File: src/rtl/clk_gate_pkg.sv
package clk_gate_pkg;
  localparam int CTRL_W = 4;

  typedef struct packed {
    logic hys_long;  // bit3
    logic hys_en;    // bit2
    logic sw_sel;    // bit1: 1 software, 0 hardware
    logic en;        // bit0
  } gate_ctrl_t;

  localparam gate_ctrl_t CTRL_RST = '{hys_long: 1'b0, hys_en: 1'b0, sw_sel: 1'b1, en: 1'b1};
endpackage

File: src/rtl/gate_ctrl_reg.sv
module gate_ctrl_reg
  import clk_gate_pkg::*;
(
  input  logic              clk_i,
  input  logic              rst_ni,
  input  logic              load_i,
  input  logic [CTRL_W-1:0] data_i,
  output gate_ctrl_t        ctrl_o
);
  gate_ctrl_t ctrl_q;

  always_ff @(posedge clk_i or negedge rst_ni) begin
    if (!rst_ni) ctrl_q <= CTRL_RST;
    else if (load_i) ctrl_q <= gate_ctrl_t'(data_i);
  end

  assign ctrl_o = ctrl_q;
endmodule

File: src/rtl/gate_mode_mux.sv
module gate_mode_mux
  import clk_gate_pkg::*;
#(
  parameter bit NO_DISABLE = 1'b0
) (
  input  logic       clk_i,
  input  logic       rst_ni,
  input  gate_ctrl_t ctrl_i,
  input  logic       hw_req_i,
  output logic       gate_nxt_o,
  output logic       gate_o
);
  logic sw_val;
  logic gate_q;

  generate
    if (NO_DISABLE) begin : g_force_on
      assign sw_val = 1'b1;
    end else begin : g_sw_en
      assign sw_val = ctrl_i.en;
    end
  endgenerate

  assign gate_nxt_o = ctrl_i.sw_sel ? sw_val : hw_req_i;

  always_ff @(posedge clk_i or negedge rst_ni) begin
    if (!rst_ni) gate_q <= 1'b1;
    else gate_q <= gate_nxt_o;
  end

  assign gate_o = gate_q;
endmodule

File: src/rtl/gate_status_dly.sv
module gate_status_dly #(
  parameter int DLY_OFF   = 2,
  parameter int DLY_SHORT = 8,
  parameter int DLY_LONG  = 32
) (
  input  logic clk_i,
  input  logic rst_ni,
  input  logic hys_en_i,
  input  logic hys_long_i,
  input  logic gate_i,
  input  logic gate_nxt_i,
  output logic status_o
);
  localparam int DLY_MAX_A = (DLY_OFF > DLY_SHORT) ? DLY_OFF : DLY_SHORT;
  localparam int DLY_MAX   = (DLY_MAX_A > DLY_LONG) ? DLY_MAX_A : DLY_LONG;
  localparam int CNT_W     = $clog2(DLY_MAX + 1);
  localparam logic [CNT_W-1:0] SAT      = CNT_W'(DLY_MAX);
  localparam logic [CNT_W-1:0] OFF_M1   = CNT_W'(DLY_OFF - 1);
  localparam logic [CNT_W-1:0] SHORT_M1 = CNT_W'(DLY_SHORT - 1);
  localparam logic [CNT_W-1:0] LONG_M1  = CNT_W'(DLY_LONG - 1);

  logic [CNT_W-1:0] run_q;
  logic [CNT_W-1:0] lim;
  logic             status_q;

  // edges the enable must stay put, less one
  always_comb begin
    if (!hys_en_i) lim = OFF_M1;
    else if (hys_long_i) lim = LONG_M1;
    else lim = SHORT_M1;
  end

  always_ff @(posedge clk_i or negedge rst_ni) begin
    if (!rst_ni) begin
      run_q    <= SAT;
      status_q <= 1'b1;
    end else if (gate_nxt_i != gate_i) begin
      run_q <= '0;  // restart window
    end else begin
      if (run_q != SAT) run_q <= run_q + 1'b1;
      if (run_q >= lim) status_q <= gate_i;
    end
  end

  assign status_o = status_q;
endmodule

File: src/rtl/clk_gate_ctrl.sv
module clk_gate_ctrl
  import clk_gate_pkg::*;
#(
  parameter bit NO_DISABLE = 1'b0,
  parameter int DLY_OFF    = 2,
  parameter int DLY_SHORT  = 8,
  parameter int DLY_LONG   = 32
) (
  input  logic              clk_i,
  input  logic              rst_ni,
  input  logic              load_i,
  input  logic [CTRL_W-1:0] load_data_i,
  input  logic              hw_req_i,
  output logic [CTRL_W-1:0] ctrl_o,
  output logic              clk_en_o,
  output logic              status_o
);
  gate_ctrl_t ctrl;
  logic       gate_nxt;
  logic       gate;

  gate_ctrl_reg u_reg (
    .clk_i  (clk_i),
    .rst_ni (rst_ni),
    .load_i (load_i),
    .data_i (load_data_i),
    .ctrl_o (ctrl)
  );

  gate_mode_mux #(.NO_DISABLE(NO_DISABLE)) u_mux (
    .clk_i      (clk_i),
    .rst_ni     (rst_ni),
    .ctrl_i     (ctrl),
    .hw_req_i   (hw_req_i),
    .gate_nxt_o (gate_nxt),
    .gate_o     (gate)
  );

  gate_status_dly #(
    .DLY_OFF   (DLY_OFF),
    .DLY_SHORT (DLY_SHORT),
    .DLY_LONG  (DLY_LONG)
  ) u_dly (
    .clk_i      (clk_i),
    .rst_ni     (rst_ni),
    .hys_en_i   (ctrl.hys_en),
    .hys_long_i (ctrl.hys_long),
    .gate_i     (gate),
    .gate_nxt_i (gate_nxt),
    .status_o   (status_o)
  );

  assign ctrl_o   = ctrl;
  assign clk_en_o = gate;
endmodule

File: config.mk
export PLATFORM = sky130hd
export DESIGN_NAME = clk_gate_ctrl
export DESIGN_NICKNAME = d
export VERILOG_FILES = /design/src/rtl/clk_gate_pkg.sv /design/src/rtl/gate_ctrl_reg.sv /design/src/rtl/gate_mode_mux.sv /design/src/rtl/gate_status_dly.sv /design/src/rtl/clk_gate_ctrl.sv
export SDC_FILE = /design/constraint.sdc
export NUM_CORES = 1
export LEC_CHECK = 0
export CAP_MARGIN = 20
export CORE_UTILIZATION = 48
export CTS_CLUSTER_SIZE = 20
export DETAILED_ROUTE_END_ITERATION = 7
export GPL_ROUTABILITY_DRIVEN = 0
export PLACE_DENSITY = 0.76
export SLEW_MARGIN = 20
export SYNTH_ARGS = -nofsm -noshare
export SYNTH_HDL_FRONTEND = slang
export SYNTH_SLANG_ARGS = --single-unit
File: constraint.sdc
create_clock -name clk_i -period 1.8 [get_ports clk_i]
set_input_delay 0.18 -clock clk_i [delete_from_list [all_inputs] [get_ports clk_i]]
set_output_delay 0.18 -clock clk_i [all_outputs]
set_load 0.01 [all_outputs]
# Word-level counts from Yosys, hierarchy flattened
# Cells that the tools add are included.
# word_totals
register_bits,12
in_bits,8
out_inout_bits,6
elab_cells,19
# op_classes
n_addsub,1
order_cmp,1
n_eq_ne,2
n_mux,5
bitwise_logic,1
n_reduce_logical,2
# ops
cell,n
$mux W6,2
$mux W5,2
$add A6 B1 Y6 const B,1
$ge A6 B6 Y1,1
$ne A6 B6 Y1 const B,1
$reduce_and A2 Y1,1
$reduce_bool A2 Y1,1
$mux W1,1
$ne A1 B1 Y1,1
$not A1 Y1,1

# Logic depth before layout (Yosys ltp)
# depth
ltp_word,4
depth_mapped,6
mapped_depth_nobuf,6

# By module
# From an unflattened synthesis, not the netlist that was laid out.
# unflattened
hier_cells,55
area_unflattened_um2,658.1
# modules_own_cells
mod,n_inst,cells_per_inst,area_per_inst_um2
gate_status_dly,1,45,469.2
gate_ctrl_reg,1,8,147.6
gate_mode_mux,1,2,41.3

# Worst setup path before layout
# Ideal clock, no wire load.
# synth_timing
path_type,register to register
from,register u_dly.run_q[3]
to,register u_dly.status_q (netlist: u_dly.status_o)
setup_ns,0.084
arrival_time_ns,1.528
t_required_ns,1.716
path_slack_ns,0.189
stages_incl_launch_ff,6
synth_period_minus_slack_ns,1.611
cell_sequence,dfrtp_1 -> ha_1 -> a21o_1 -> a211oi_2 -> o21ai_1 -> a311o_1
# synth_via
elab_chain_cells,2
# synth_rtl
item,line_no,rtl
start: declaration,gate_status_dly.sv:22,logic [CNT_W-1:0] run_q;
start signal: assignment,gate_status_dly.sv:40,if (run_q != SAT) run_q <= run_q + 1'b1;
$ge A6 B6 Y1,gate_status_dly.sv:41,if (run_q >= lim) status_q <= gate_i;
$reduce_and A2 Y1 (no source line),n/a,
end signal: assignment,gate_status_dly.sv:41,
end: declaration,gate_status_dly.sv:24,logic status_q;
# No other way between the ends.
# A chain may end at the register's enable or synchronous reset.

# Worst setup path in the final report
# Ends and elaborated chain as after synthesis.

==> qor.csv <==
metric,value,unit
final hold viol count,0,
Initial Utilization,0.514,
"setup slack, reg-to-reg",0.11,ns
Post-Synthesis Cells,58,
Slew Limit Fails,0,
Worst Path Arrival,1.90,ns
Avg Inst Size Synth,11.4,um^2
routed len/inst,12.8,um
async set-or-reset flop fraction in the synthesized netlist,1.00,
number of I/O pins,14,
Die Area,1530,um^2
initial DRC count,10,
post-synth top area share,0.265,
Post-synth EDFFs,0,
Synth Warn #,0,
Synth area leaders,"dfrtp_1 27%, dfstp_2 20%, ha_1 11%",
first-pass GRT wire length,1920,um
Post-Syn Area,661,um^2
DR vias/cell,5.27,
synthesis-to-layout area growth,26.9,%
diode count,0,
Tmin final,1.69,ns
grt ovf,0,
Core ar.,1280,um^2
leak pwr,0.371,nW
drt pass-1 iters,4,
remaining antenna violation count,0,
Total GRT Usage,0.199,
crit-path max cell delay,0.43,ns
"flops & latches, synth",12,
outcome,"finished, final reports clean",
"Max FO, Critical Path",5,
Synth top cells by count,"7 x dfrtp_1, 6 x ha_1, 6 x nor2_1",
CTS tree,done,
Critical Path Source Type,flip-flop,
critical setup path kind,reg -> reg,
Hold/Removal Path Class,in -> async,
fin nets,89,
port buffer count,13,
share of post-route cells with drive strength above 1,0.216,
Worst Skew,0.00216,ns
antenna violations before repair,0,
post-CTS sizing,0,
Post-CTS Setup Bufs,0,
total CTS buffers,3,
VDD IR max,0.000779,V
Power Density,967,nW/um^2
syn_nets,72,
CP Capture Type,flip-flop,
"area leader, netlist",dfrtp_1,
dpl hpwl,868,um
fin worst setup slack,0.109,ns
most numerous cell in the Yosys netlist,dfrtp_1,
Root Driver,clkbuf_4,
Critical-path top delay cell,dfrtp_1,
row cnt,13,
RSZ-0062 raised after global routing,false,
clk sinks,12,
H-tree levels,1,
DIE HEIGHT,39.1,um
vias,469,
Worst-path clk slew,0.08,ns
pin count of the biggest net entering global routing,13,
worst hold margin,0.254,ns
Worst-Skew Late Latency,0.27,ns
Die Wd,39.1,um
Max-Cap Viols,0,
"Hold-fix buffers, CTS",0,
worst path buffer plus inverter count,0,
pin slew with the least headroom to its limit,0.542,ns
final wirelength,1140,um
fmax,591,MHz
number of global-route vias before repair,438,
final setup fails,0,
Top delay family on crit path,compound AO/OA/AOI/OAI gates,
"Distinct cells, synth",24,
Rel. slew slack,0.638,
Setup Total Neg Slack,0,ns
sequential-to-total area share from yosys stat,0.464,
Final period util,0.940,
most used flip-flop cell after synthesis,dfrtp_1,
DRC,0,
crit path cell chain,ha_1 -> a21o_1 -> a211oi_2 -> o21ai_1 -> a311o_1,
Placement Setup Slack,0.117,ns
CP required,2.01,ns
clk buf depth,2,
==> final timing paths <==
path | endpoint | startpoint | depth (start not counted)
min in group clk_i | u_reg.ctrl_o[2]$_DFFE_PN0P_ | load_data_i[2] | 3
worst max-delay path | u_dly.status_o$_DFFE_PN1P_ | u_dly.run_q[3]$_DFFE_PN0P_ | 5
worst max register to register | u_dly.status_o$_DFFE_PN1P_ | u_dly.run_q[3]$_DFFE_PN0P_ | 5
worst min register to register | u_reg.ctrl_o[3]$_DFFE_PN0P_ | u_reg.ctrl_o[3]$_DFFE_PN0P_ | 1
worst min-delay path | u_reg.ctrl_o[3]$_DFFE_PN0P_ | rst_ni | 1
max in group asynchronous | u_dly.run_q[5]$_DFFE_PN1P_ | rst_ni | 1
==> placed cells by master (no fill, tap or decap), drive strengths merged <==
master	count
and4b	1
clkdlybuf4s50	13
or2b	1
xor2	4
dfrtp	7
inv	3
nand2	2
clkbuf	4
buf	1
mux2	4
o21a	1
nor2	6
mux2i	1
nand3	4
a21oi	2
o21ai	2
a21o	1
and3	1
or3b	1
a211oi	1
a311o	1
dfstp	5
xnor2	1
ha	6
o211a	1
==> stage by stage <==
| stage | cells | utilization | total power, mW | cell area (um^2) |
|---|---|---|---|---|
| after floorplan | 58 | - | 0.510 | 661 |
| after global placement | 85 | 0.624 | 0.594 | 802 |
| after detailed placement | 85 | 0.624 | 0.601 | 802 |
| after CTS | 89 | 0.652 | 0.820 | 838 |
| after global routing | 89 | 0.652 | 0.871 | 838 |
| final | 89 | 0.652 | 0.811 | 838 |
==> registers in the layout, indices dropped and copies added (netlist names) <==
register,count
u_reg.ctrl_o,4
u_dly.run_q,6
u_dly.status_o,1
u_mux.gate_o,1
==> power breakdown <==
group / internal, mW / leakage (nW) / switching (mW) / total [mW]
Sequential: 0.316 / 0.144 / 0.0470 / 0.363
Combinational: 0.129 / 0.206 / 0.102 / 0.231
Clock: 0.123 / 0.0210 / 0.0934 / 0.216
Total: 0.568 / 0.371 / 0.242 / 0.811
==> cell type report <==
cell class / count / area [um^2]
flip-flops and latches: 12 / 307
inverters: 3 / 11.3
well taps: 15 / 18.8
fillers: 96 / 447
repair buffers: 14 / 138
clock buffers: 4 / 36.3
multi-input cells: 41 / 328
==> logic make-up after synthesis <==
logic type,after synthesis,synth area share
buffers and inverters,5,0.0398
AND/OR/NAND/NOR,16,0.131
AO/OA/AOI/OAI,9,0.102
multiplexers,5,0.0833
flip-flops,12,0.464
XOR/XNOR,5,0.0663
adder cells (fa/ha/maj),6,0.114
==> per-layer routing <==
layer	share of wire	GRT usage	vias up
li1	-	-	234
met1	0.50	0.270	227
met2	0.46	0.258	6
met3	0.025	0.0694	2
met4	0.011	0.129	0
met5	0	0	-
Note: power is estimated with default switching activity, not from simulation.
